$ cat config.mk
export PLATFORM = sky130hd
export DESIGN_NAME = limit_alert_mon
export DESIGN_NICKNAME = d
export VERILOG_FILES = /design/src/rtl/limit_alert_mon.sv
export SDC_FILE = /design/constraint.sdc
export NUM_CORES = 1
export LEC_CHECK = 0
export BUFFER_PORTS_ARGS = -buffer_cell sky130_fd_sc_hd__buf_2
export CAP_MARGIN = 20
export CORE_MARGIN = 3
export CORE_UTILIZATION = 60
export DETAILED_ROUTE_END_ITERATION = 16
export GPL_TIMING_DRIVEN = 0
export PLACE_DENSITY = 0.77
export SLEW_MARGIN = 15
export SYNTH_ARGS = -nofsm -noshare
export SYNTH_HDL_FRONTEND = slang
export SYNTH_SLANG_ARGS = --single-unit
$ cat constraint.sdc
create_clock -name clk -period 5.1 [get_ports clk]
set_input_delay 0.765 -clock clk [delete_from_list [all_inputs] [get_ports clk]]
set_output_delay 0.765 -clock clk [all_outputs]
set_load 0.05 [all_outputs]
$ cat src/rtl/limit_alert_mon.sv
module limit_alert_mon #(
  parameter int W   = 12,
  parameter int NCH = 2,
  localparam int CW = (NCH > 1) ? $clog2(NCH) : 1
) (
  input  logic           clk,
  input  logic           rst_n,
  input  logic           res_valid,
  input  logic [CW-1:0]  res_chan,
  input  logic [W-1:0]   res_data,
  input  logic           wr_en,
  input  logic [2:0]     wr_sel,
  input  logic [CW-1:0]  wr_chan,
  input  logic [W-1:0]   wr_data,
  input  logic           busy_in,
  output logic           alert_n,
  output logic [NCH-1:0] stat_hi,
  output logic [NCH-1:0] stat_lo
);

  localparam logic [2:0] SEL_HI  = 3'd0;
  localparam logic [2:0] SEL_LO  = 3'd1;
  localparam logic [2:0] SEL_HYS = 3'd2;
  localparam logic [2:0] SEL_CTL = 3'd3;
  localparam logic [2:0] SEL_CLR = 3'd4;

  logic en_q, bsel_q;

  always_ff @(posedge clk or negedge rst_n) begin
    if (!rst_n) begin
      en_q   <= 1'b0;
      bsel_q <= 1'b0;
    end else if (wr_en && wr_sel == SEL_CTL) begin
      en_q   <= wr_data[0];
      bsel_q <= wr_data[1];
    end
  end

  for (genvar c = 0; c < NCH; c++) begin : g_ch
    logic [W-1:0] hi_q, lo_q, hy_q;
    logic         trip_hi, trip_lo, sh_q, sl_q;
    logic [W:0]   hdiff, lsum;
    logic [W-1:0] thr_hi, thr_lo;
    logic         hit, wsel, over, under, clr_h, clr_l;

    assign hit    = res_valid && res_chan == CW'(c);
    assign wsel   = wr_en && wr_chan == CW'(c);
    assign over   = hit && res_data > hi_q;
    assign under  = hit && res_data < lo_q;
    assign clr_h  = wsel && wr_sel == SEL_CLR && wr_data[0];
    assign clr_l  = wsel && wr_sel == SEL_CLR && wr_data[1];
    assign hdiff  = {1'b0, hi_q} - {1'b0, hy_q};
    assign lsum   = {1'b0, lo_q} + {1'b0, hy_q};
    assign thr_hi = hdiff[W] ? '0 : hdiff[W-1:0];
    assign thr_lo = lsum[W]  ? '1 : lsum[W-1:0];

    always_ff @(posedge clk or negedge rst_n) begin
      if (!rst_n) begin
        hi_q    <= '1;
        lo_q    <= '0;
        hy_q    <= '0;
        trip_hi <= 1'b0;
        trip_lo <= 1'b0;
        sh_q    <= 1'b0;
        sl_q    <= 1'b0;
      end else begin
        if (wsel && wr_sel == SEL_HI)  hi_q <= wr_data;
        if (wsel && wr_sel == SEL_LO)  lo_q <= wr_data;
        if (wsel && wr_sel == SEL_HYS) hy_q <= wr_data;

        if (over)                              trip_hi <= 1'b1;
        else if (hit && res_data <= thr_hi)    trip_hi <= 1'b0;
        if (under)                             trip_lo <= 1'b1;
        else if (hit && res_data >= thr_lo)    trip_lo <= 1'b0;

        if (over && !trip_hi)   sh_q <= 1'b1;
        else if (clr_h)         sh_q <= 1'b0;
        if (under && !trip_lo)  sl_q <= 1'b1;
        else if (clr_l)         sl_q <= 1'b0;
      end
    end

    assign stat_hi[c] = sh_q;
    assign stat_lo[c] = sl_q;
  end

  assign alert_n = bsel_q ? ~busy_in : ~(en_q && |(stat_hi | stat_lo));

endmodule

==> results.yml, run 1 <==
status:
  run_status: "finished clean"
synth:
  async_flop_share_pct: 100
  yosys_register_bits: 82
  synth_top_family_by_area: "adder cells"
  synth_compound_area_share_pct: 19.0
  synth_top_flop_cell: "sky130_fd_sc_hd__dfrtp_1"
  synthTopCellsByArea: "sky130_fd_sc_hd__ha_1 23%, sky130_fd_sc_hd__dfrtp_1 19%, sky130_fd_sc_hd__dfstp_2 8.2%, sky130_fd_sc_hd__mux2_2 7.4%, sky130_fd_sc_hd__o21ai_0 4.7%"
  synthSimpleGateAreaFrac_pct: 13.7
  synth_seq_area_share_pct: 27.2
  number_of_enable_type_register_cells_in_the_synthesized_netlist: 0
  synth_area_mm2: 0.00765
  synth_fp_nets: 1022
  synthesis.area_per_instance_um2: 9.08
  synthDominantAreaCellType: "sky130_fd_sc_hd__ha_1"
  synthMuxAreaShare_pct: 7.64
  synthesis.instances: 842
  netlist-cell-type-count: 68
  yosysTopAreaCellShare_pct: 23.2
  synth_fa_ha_area_share_pct: 24.3
  synth_most_common_cell: "sky130_fd_sc_hd__ha_1"
  synth_commonest_cells: "142 x sky130_fd_sc_hd__ha_1, 81 x sky130_fd_sc_hd__inv_1, 72 x sky130_fd_sc_hd__o21ai_0"
  post_synth_xor_area_fraction_pct: 2.98
  synthesis.yosys.warnings: 0
timing:
  max_freq_mhz: 235
  grt_setup_unrepaired: "false"
  final.min_clock_period_ns: 4.26
  count_of_pins_over_their_slew_limit: 0
  finalCritPeriodShare_pct: 83.5
  worstMarginPinSlew_ns: 0.810
  hold_viol: 0
  tns_ns: 0
  timing.slew.headroom_pct: 45.6
  final-setup-viol-count: 0
  timing.hold.ws_ns: 0.417
  timing.clock.skew_ns: 0.00778
die:
  die_w_um: 119
  rows: 40
  floorplan.initialDensity_pct: 62.6
  floorplan.die_area_mm2: 0.0141
  std_cell_core_area_mm2: 0.0122
  die_height_um: 119
  io_pins: 39
cells_and_area:
  nets: 1072
  diodes: 0
  post_layout_util_pct: 68.6
  post_route_cells_drive_above_1_share_pct: 17.7
  layout.area.seq_mm2: 0.00208
  stdcell_count: 1065
  fillCellCount: 1013
  syn2layout_area_growth_pct: 9.62
  multiInputGateArea_mm2: 0.00517
detailed_routing:
  first_pass_iters: 5
  total_detailed_routing_wirelength_um: 19900
  initialDrtViolationCount: 468
  wire_per_inst_um: 18.7
  drc: 0
  viasPerCell: 6.18
  antenna_left: 0
  vias: 6584
setup_path:
  end_kind: "flip-flop"
  r2r_end: "g_ch[0].trip_hi$_DFFE_PN0P_"
  setup.worst_path.class: "reg -> reg"
  critPathRequiredTime_ns: 5.31
  rrSetupSlack_ns: 0.84
  worstRegToRegCells: 17
  r2r-start: "g_ch[0].hi_q[0]$_DFFE_PN1P_"
  critPathLaunchType: "flip-flop"
  cp.arrival_ns: 4.47
  maximum_fanout_along_the_worst_path: 10
place:
  port-buffer-count: 38
  place.detailed.hpwl_um: 15800
  finalWeightedCongestion: 0.943
  placed_cells: 1049
hold_path:
  worstHoldPathType: "in -> async"
clocking:
  cts-hold-fix-buffers: 0
  later_pin_clock_latency_in_the_skew_report_ns: 0.34
  ctsRootBufferMaster: "sky130_fd_sc_hd__clkbuf_16"
  cts_num_sinks: 82
  cts_max_path_buffers: 2
  post_cts_buffers: 0
  clk_transition_reported_paths_ns: 0.06
  cts_buffers: 9
  tritoncts: "yes"
  cts_repair_resize_count: 0
  clock_tree.htree_level_count: 3
global_routing:
  globalRouteOverflowTotal: 0
  antenna_found_initial: 0
  track_usage_pct: 28.9
  maximum_number_of_pins_on_one_net_before_global_route_repair: 43
  first_global_vias: 6517
  grt_first_pass_wirelength_um: 32900
power_and_ir_drop:
  power_per_cell_area_mw_per_mm2: 508
  irDropWorstVdd_mv: 0.253
  p_leak_nw: 3.96
flow_run:
  timing.max_cap.violations: 0
[flip-flops by register name (all words and copies together), names as in the netlist]
register      flops
g_ch.hi_q        24
g_ch.hy_q        24
bsel_q            1
g_ch.trip_lo      2
g_ch.lo_q        24
g_ch.sl_q         2
g_ch.sh_q         2
g_ch.trip_hi      2
en_q              1
[placed cells by master (no fill, tap or decap), types with 4 or more instances in the layout]
master | synthesis | routed
sky130_fd_sc_hd__a2111oi_0 | 6 | 6
sky130_fd_sc_hd__a211oi_1 | 15 | 15
sky130_fd_sc_hd__a21o_1 | 22 | 22
sky130_fd_sc_hd__a21oi_1 | 46 | 46
sky130_fd_sc_hd__a31oi_1 | 4 | 4
sky130_fd_sc_hd__buf_2 | 5 | 42
sky130_fd_sc_hd__buf_4 | 5 | 6
sky130_fd_sc_hd__clkbuf_1 | 3 | 4
sky130_fd_sc_hd__clkbuf_16 | 0 | 9
sky130_fd_sc_hd__dfrtp_1 | 58 | 58
sky130_fd_sc_hd__dfstp_2 | 24 | 24
sky130_fd_sc_hd__fa_1 | 4 | 4
sky130_fd_sc_hd__ha_1 | 142 | 142
sky130_fd_sc_hd__inv_1 | 81 | 81
sky130_fd_sc_hd__mux2_2 | 50 | 50
sky130_fd_sc_hd__nand2_1 | 66 | 66
sky130_fd_sc_hd__nand2b_1 | 13 | 13
sky130_fd_sc_hd__nand3_1 | 8 | 8
sky130_fd_sc_hd__nand4_1 | 20 | 20
sky130_fd_sc_hd__nor2_1 | 54 | 54
sky130_fd_sc_hd__nor2b_1 | 17 | 17
sky130_fd_sc_hd__nor3_1 | 9 | 9
sky130_fd_sc_hd__o211ai_1 | 9 | 9
sky130_fd_sc_hd__o21a_1 | 10 | 10
sky130_fd_sc_hd__o21ai_0 | 72 | 72
sky130_fd_sc_hd__o21ai_1 | 4 | 4
sky130_fd_sc_hd__o31ai_1 | 4 | 4
sky130_fd_sc_hd__o41ai_1 | 4 | 4
sky130_fd_sc_hd__or2_2 | 6 | 6
sky130_fd_sc_hd__xnor2_1 | 19 | 19
sky130_fd_sc_hd__xor2_1 | 7 | 7
[worst max path at each step]
stage | start | to
after floorplan | g_ch[1].hi_q[0]$_DFFE_PN1P_ | g_ch[1].trip_hi$_DFFE_PN0P_
after global placement | g_ch[0].hi_q[0]$_DFFE_PN1P_ | g_ch[0].trip_hi$_DFFE_PN0P_
after detailed placement | g_ch[0].hi_q[0]$_DFFE_PN1P_ | g_ch[0].trip_hi$_DFFE_PN0P_
after CTS | g_ch[0].hi_q[0]$_DFFE_PN1P_ | g_ch[0].trip_hi$_DFFE_PN0P_
after global routing | g_ch[0].hi_q[0]$_DFFE_PN1P_ | g_ch[0].trip_hi$_DFFE_PN0P_
final | g_ch[0].hi_q[0]$_DFFE_PN1P_ | g_ch[0].trip_hi$_DFFE_PN0P_
[where the power goes]
group | switching [W] | internal [W]
logic | 0.00146 | 0.00114
clock network | 0.000261 | 0.000405
registers | 0.000142 | 0.000854
[cell families after synthesis]
logic type / after synthesis
AO/OA/AOI/OAI: 225
XOR/XNOR: 26
adder cells (fa/ha/maj): 146
buffers and inverters: 97
flip-flops: 82
multiplexers: 52
AND/OR/NAND/NOR: 214
[worst max-delay path, cell delays in order, from the launching register on]
cell and delay, ns:
sky130_fd_sc_hd__dfstp_2 0.54, sky130_fd_sc_hd__inv_1 0.05, sky130_fd_sc_hd__ha_1 0.22, sky130_fd_sc_hd__fa_1 0.40
sky130_fd_sc_hd__nor2b_1 0.15, sky130_fd_sc_hd__o21ai_1 0.12, sky130_fd_sc_hd__a21oi_2 0.27, sky130_fd_sc_hd__o311ai_2 0.18
sky130_fd_sc_hd__a21oi_1 0.36, sky130_fd_sc_hd__buf_2 0.29, sky130_fd_sc_hd__o311ai_0 0.16, sky130_fd_sc_hd__ha_1 0.32
sky130_fd_sc_hd__a21oi_1 0.13, sky130_fd_sc_hd__nor2b_1 0.05, sky130_fd_sc_hd__o21ai_0 0.21, sky130_fd_sc_hd__o21ai_0 0.12
sky130_fd_sc_hd__a2111oi_0 0.40, sky130_fd_sc_hd__o21ai_0 0.15
[cell type report]
cell class	count	area share, %
Tap cell	168	2.51
Buffer	16	1.10
Clock inverter	4	0.597
Inverter	81	3.63
Clock buffer	12	3.06
Timing Repair Buffer	39	2.54
Sequential cell	82	24.8
Multi-Input combinational cell	663	61.7
[per-layer routing]
metal	wire, um	track usage [%]	vias up
met1	9440	41.4	3190
met5	0	0	-
met3	990	4.32	43
met2	8980	45.5	193
li1	-	-	3158
met4	469	8.33	0
[through the flow]
stage / total power [W] / area [um2] / setup slack, ns
2_1_floorplan: 0.00293 / 7650 / 1.70
3_3_place_gp: 0.00339 / 8050 / 1.15
3_5_place_dp: 0.00352 / 8080 / 1.01
4_1_cts: 0.00423 / 8380 / 0.990
5_1_grt: 0.00466 / 8380 / 0.565
6_report: 0.00426 / 8380 / 0.841
Power figures use the tool's default switching activity.
==> inputs of run 2 (changes only) <==
Clock period 5.1 ns to 4.2 ns, I/O delays scaled along.
==> run 2 against run 1 <==
- final cell count is 0.28% higher
- via count fell by 0.20%
- final area grew 0.39%
- critical path depth down 1
- clock skew about the same
- worst hold slack worse by 0.14 ns
- die area unchanged
- non-clock buffer count increased by 3
- fmax grew 6.7%
- sequential share of layout area shrank 0.096 points
- sequential power is 21% higher
- core utilization grew 0.27 points
==> results.yml, run 2 (same netlist as run 1, synthesis figures left out) <==
place:
  place.detailed.hpwl_um: 15800
  finalWeightedCongestion: 0.943
  port-buffer-count: 38
detailed_routing:
  viasPerCell: 6.15
  total_detailed_routing_wirelength_um: 19900
  wire_per_inst_um: 18.6
  antenna_left: 0
  drc: 0
  initialDrtViolationCount: 458
  vias: 6571
  first_pass_iters: 5
setup_path:
  cp_slowest_stage_delay_ns: 0.55
  crit_path_cell_trace: "inv_1, ha_1, fa_1, and2b_1, o31ai_2, a21oi_2, a311o_1, nand2b_1, mux2_1, ha_1, a21oi_1, nor2b_1, o21ai_0, o21ai_0, a2111oi_0, o21ai_0"
  critPathRequiredTime_ns: 4.40
  critPathSlowestCell: "sky130_fd_sc_hd__dfstp_2"
  crit_path_frequent_cell: "sky130_fd_sc_hd__o21ai_0"
  critPathLaunchType: "flip-flop"
  cp.arrival_ns: 4.19
  r2r_end: "g_ch[1].trip_hi$_DFFE_PN0P_"
  worstRegToRegCells: 16
  rrSetupSlack_ns: 0.21
  crit_path_start: "g_ch[1].hi_q[0]$_DFFE_PN1P_"
  maximum_fanout_along_the_worst_path: 4
  setup.worst_path.class: "reg -> reg"
  r2r-start: "g_ch[1].hi_q[0]$_DFFE_PN1P_"
  end_kind: "flip-flop"
  critical_path.top_delay_family: "compound AO/OA/AOI/OAI gates"
  timing.critical_path.buf_inv: 1
global_routing:
  globalRouteOverflowTotal: 0
  first_global_vias: 6517
  grt_most_used_layer: "met2"
  global_route.usage.met2_pct: 45.5
  antenna_found_initial: 0
  maximum_number_of_pins_on_one_net_before_global_route_repair: 43
  grt_first_pass_wirelength_um: 32900
  track_usage_pct: 28.9
  groute.layer.met1.usage_pct: 41.4
  met3_usage_pct: 4.32
power_and_ir_drop:
  total_switching_power_w: 0.00227
  seqPwrFrac_pct: 23.2
  power_per_cell_area_mw_per_mm2: 619
  p_clk_share_pct: 15.6
  power.combinational.fraction_pct: 61.2
  swShare_pct: 43.6
  irDropWorstVdd_mv: 0.308
  post-layout-total-power_w: 0.00521
  p_leak_nw: 3.98
  internal_cell_power_w: 0.00294
timing:
  finalCritPeriodShare_pct: 95.0
  hold_viol: 0
  max_freq_mhz: 251
  count_of_pins_over_their_slew_limit: 0
  timing.clock.skew_ns: 0.00768
  final-setup-viol-count: 0
  grt_setup_unrepaired: "false"
  tns_ns: 0
  worstMarginPinSlew_ns: 0.821
  final.min_clock_period_ns: 3.99
  timing.slew.headroom_pct: 44.8
cells_and_area:
  mostFrequentLayoutCell: "sky130_fd_sc_hd__ha_1"
  syn2layout_area_growth_pct: 10.0
  fillCellCount: 1010
  most_frequent_cells_in_the_layout: "142 x sky130_fd_sc_hd__ha_1, 81 x sky130_fd_sc_hd__inv_1, 72 x sky130_fd_sc_hd__o21ai_0"
  largestRegisters: "g_ch.hi_q: 24 flops, g_ch.hy_q: 24 flops, g_ch.lo_q: 24 flops"
  diodes: 0
  nets: 1075
  post_route_cells_drive_above_1_share_pct: 18.1
die:
  die_w_um: 119
  rows: 40
  floorplan.die_area_mm2: 0.0141
  io_pins: 39
  die_height_um: 119
  floorplan.initialDensity_pct: 62.6
  std_cell_core_area_mm2: 0.0122
clocking:
  cts_buffers: 9
  cts_max_path_buffers: 2
  clock_tree.htree_level_count: 3
  tritoncts: "yes"
  cts-hold-fix-buffers: 0
  cts_num_sinks: 82
  ctsRootBufferMaster: "sky130_fd_sc_hd__clkbuf_16"
  later_pin_clock_latency_in_the_skew_report_ns: 0.34
  clk_transition_reported_paths_ns: 0.06
hold_path:
  worstHoldPathType: "in -> async"
flow_run:
  timing.max_cap.violations: 0
status:
  run_status: "finished clean"
==> run 2: changes by cell type in the layout (fill, tap and decap cells not counted) <==
cell,delta
sky130_fd_sc_hd__a21oi_2,+1
sky130_fd_sc_hd__buf_4,+3
sky130_fd_sc_hd__buf_6,+1
sky130_fd_sc_hd__a21oi_1,-1
sky130_fd_sc_hd__buf_2,-1
==> run 2: final cells by class <==
cell class	instances	area (um2)	share of cell area (%)
plain buffers	16	98.8	1.17
clock buffers	12	256	3.05
clock inverters	4	50.0	0.595
inverters	81	304	3.61
multi-input cells	663	5180	61.5
flip-flops and latches	82	2080	24.7
well taps	168	210	2.50
repair buffers	42	235	2.80
==> run 2: per-stage QoR <==
stage          instance area [um2]  util, %  hold WS, ns  std cells  setup slack [ns]
6_report                      8420     68.9        0.280       1068             0.209
5_1_grt                       8420     68.9        0.318       1068           0.00667
4_1_cts                       8380     68.6        0.300       1065            0.0900
3_5_place_dp                  8080     66.1        0.486       1049             0.114
3_3_place_gp                  8050     65.9        0.472       1048             0.252
2_1_floorplan                 7650        -        0.334        842             0.800
==> run 2: worst max-delay path by stage <==
stage / endpoint / slack (ns) / depth (start not counted)
6_report: g_ch[1].trip_hi$_DFFE_PN0P_ / 0.21 / 16
5_1_grt: g_ch[1].trip_hi$_DFFE_PN0P_ / 0.007 / 16
3_3_place_gp: g_ch[0].trip_hi$_DFFE_PN0P_ / 0.25 / 17
3_5_place_dp: g_ch[0].trip_hi$_DFFE_PN0P_ / 0.11 / 17
2_1_floorplan: g_ch[1].trip_hi$_DFFE_PN0P_ / 0.80 / 16
4_1_cts: g_ch[0].trip_hi$_DFFE_PN0P_ / 0.09 / 17
==> run 2: timing repair <==
| item | in CTS | in global routing |
|---|---|---|
| gates resized for setup | 0 | 4 |
| hold endpoints to repair | 0 | 0 |
| endpoints found under the setup margin | 0 | 2 |
| buffers inserted | 0 | 3 |
==> run 2: power by group through the flow <==
stage               Sequential [W]  Combinational (W)  Clock, W
finish                     0.00121            0.00319  0.000810
global route               0.00123            0.00361  0.000855
CTS                        0.00121            0.00312  0.000820
detailed placement         0.00122            0.00306         0
global placement           0.00121            0.00290         0
floorplan                  0.00116            0.00240         0
==> run 2: per-layer routing <==
metal | wire [um] | up-vias
met5 | 0 | -
met1 | 9370 | 3162
li1 | - | 3160
met3 | 1100 | 42
met2 | 8960 | 207
met4 | 461 | 0
==> inputs of run 3 (changes only) <==
Settings changed: SETUP_SLACK_MARGIN from default to 0.4.
==> run 3 against run 2 <==
- non-clock buffer count is 4 higher
- via count increased by 0.91%
- final cell count up 0.37%
- final area increased by 1.2%
==> results.yml, run 3 (same netlist as run 1, synthesis figures left out) <==
detailed_routing:
  wire_per_inst_um: 18.8
  drc: 0
  total_detailed_routing_wirelength_um: 20200
  first_pass_iters: 6
  initialDrtViolationCount: 477
  antenna_left: 0
  viasPerCell: 6.19
  vias: 6631
global_routing:
  first_global_vias: 6537
  antenna_found_initial: 0
  globalRouteOverflowTotal: 0
  maximum_number_of_pins_on_one_net_before_global_route_repair: 43
  grt_first_pass_wirelength_um: 33000
  track_usage_pct: 29.0
cells_and_area:
  fillCellCount: 1002
  mostFrequentLayoutCell: "sky130_fd_sc_hd__ha_1"
  design_area_mm2: 0.00852
  post_route_cells_drive_above_1_share_pct: 20.0
  nets: 1079
  largestRegisters: "g_ch.hi_q: 24 flops, g_ch.hy_q: 24 flops, g_ch.lo_q: 24 flops"
  diodes: 0
  multiInputGateArea_mm2: 0.00525
  syn2layout_area_growth_pct: 11.4
  stdcell_count: 1072
  layout.area.seq_mm2: 0.00208
  most_frequent_cells_in_the_layout: "141 x sky130_fd_sc_hd__ha_1, 81 x sky130_fd_sc_hd__inv_1, 66 x sky130_fd_sc_hd__nand2_1"
die:
  rows: 40
  floorplan.initialDensity_pct: 62.6
  io_pins: 39
  die_height_um: 119
  floorplan.die_area_mm2: 0.0141
  std_cell_core_area_mm2: 0.0122
  die_w_um: 119
power_and_ir_drop:
  irDropWorstVdd_mv: 0.315
  power_per_cell_area_mw_per_mm2: 628
  p_leak_nw: 4.01
  post-layout-total-power_w: 0.00535
setup_path:
  maximum_fanout_along_the_worst_path: 4
  end_kind: "flip-flop"
  critPathLaunchType: "flip-flop"
  crit_path_start: "g_ch[0].hi_q[0]$_DFFE_PN1P_"
  r2r-start: "g_ch[0].hi_q[0]$_DFFE_PN1P_"
  cp.arrival_ns: 3.93
  critPathRequiredTime_ns: 4.42
  setup.worst_path.class: "reg -> reg"
timing:
  final.min_clock_period_ns: 3.71
  setup_slack_ns: 0.486
  hold_viol: 0
  tns_ns: 0
  worstMarginPinSlew_ns: 0.815
  final-setup-viol-count: 0
  grt_setup_unrepaired: "true"
  timing.slew.headroom_pct: 45.2
  timing.clock.skew_ns: 0.00822
  finalCritPeriodShare_pct: 88.4
  count_of_pins_over_their_slew_limit: 0
  max_freq_mhz: 269
clocking:
  cts_num_sinks: 82
  cts_buffers: 9
  clock_tree.htree_level_count: 3
  cts_max_path_buffers: 2
  later_pin_clock_latency_in_the_skew_report_ns: 0.35
  cts-hold-fix-buffers: 0
  clk_transition_reported_paths_ns: 0.06
  ctsRootBufferMaster: "sky130_fd_sc_hd__clkbuf_16"
  tritoncts: "yes"
place:
  detailedPlace.worstSlack_ns: 0.114
  place.detailed.hpwl_um: 15800
  port-buffer-count: 38
  cell_area_reported_after_detailed_placement_mm2: 0.00808
  finalWeightedCongestion: 0.943
  placed_cells: 1049
hold_path:
  worstHoldPathType: "in -> async"
flow_run:
  timing.max_cap.violations: 0
status:
  run_status: "finished clean"
[run 3: cell count changes in the layout (fill, tap and decap cells not counted), sizes merged]
cell,before,now
buf,55,59
[run 3: worst max-delay path, stage by stage, from the launching register on]
cell and delay (ns):
sky130_fd_sc_hd__dfstp_2 0.55, sky130_fd_sc_hd__inv_1 0.05, sky130_fd_sc_hd__ha_2 0.20, sky130_fd_sc_hd__fa_2 0.40, sky130_fd_sc_hd__nor2b_2 0.12, sky130_fd_sc_hd__o21ai_1 0.11
sky130_fd_sc_hd__a21oi_2 0.27, sky130_fd_sc_hd__o311ai_4 0.14, sky130_fd_sc_hd__a21oi_2 0.26, sky130_fd_sc_hd__buf_4 0.15, sky130_fd_sc_hd__nand2b_1 0.05, sky130_fd_sc_hd__ha_1 0.29
sky130_fd_sc_hd__nor2b_1 0.14, sky130_fd_sc_hd__o21a_1 0.17, sky130_fd_sc_hd__o21ai_1 0.12, sky130_fd_sc_hd__nand2b_1 0.09, sky130_fd_sc_hd__a2111oi_2 0.34, sky130_fd_sc_hd__o21ai_1 0.11
[run 3: path summary, 6_finish.rpt]
check	end	slack [ns]	cells past startpoint
hold / removal	g_ch[0].lo_q[2]$_DFFE_PN0P_	0.28	1
setup reg to reg	g_ch[0].trip_hi$_DFFE_PN0P_	0.49	17
max in group asynchronous	g_ch[1].hi_q[11]$_DFFE_PN1P_	3.22	2
min in group clk	g_ch[0].sh_q$_DFFE_PN0P_	0.50	1
hold reg to reg	g_ch[0].sh_q$_DFFE_PN0P_	0.50	1
setup / recovery	g_ch[0].trip_hi$_DFFE_PN0P_	0.49	17
[run 3: where the power goes]
part           switching, W  leakage [nW]  internal, W
logic               0.00185          2.91      0.00148
clock network      0.000324         0.145     0.000492
registers          0.000172         0.953      0.00104
total               0.00234          4.01      0.00301
[run 3: area by class of cell]
type / instances / share of cell area [%]
multi-input combinational: 663 / 61.6
clock buffer: 12 / 3.01
buffer: 16 / 1.19
sequential: 82 / 24.4
timing repair buffer: 46 / 3.11
clock inverter: 4 / 0.587
inverter: 81 / 3.57
tap: 168 / 2.47
[run 3: timing repair]
| action | in CTS | in global routing |
|---|---|---|
| pin swaps | 6 | 8 |
| setup endpoints to repair | 2 | 4 |
| buffers inserted | 3 | 4 |
| gates resized for setup | 6 | 25 |
[run 3: through the flow]
| stage | hold slack (ns) | util (%) |
|---|---|---|
| 2_1_floorplan | 0.334 | - |
| 3_3_place_gp | 0.472 | 65.9 |
| 3_5_place_dp | 0.486 | 66.1 |
| 4_1_cts | 0.300 | 69.0 |
| 5_1_grt | 0.317 | 69.8 |
| 6_report | 0.279 | 69.8 |
[run 3: metal layers]
metal  wire (um)  up-vias  global-route usage (%)
met1        9410     3204                    41.6
li1            -     3170                       -
met4         414        0                    8.04
met3        1130       39                    4.27
met5           0        -                       0
met2        9210      218                    45.8
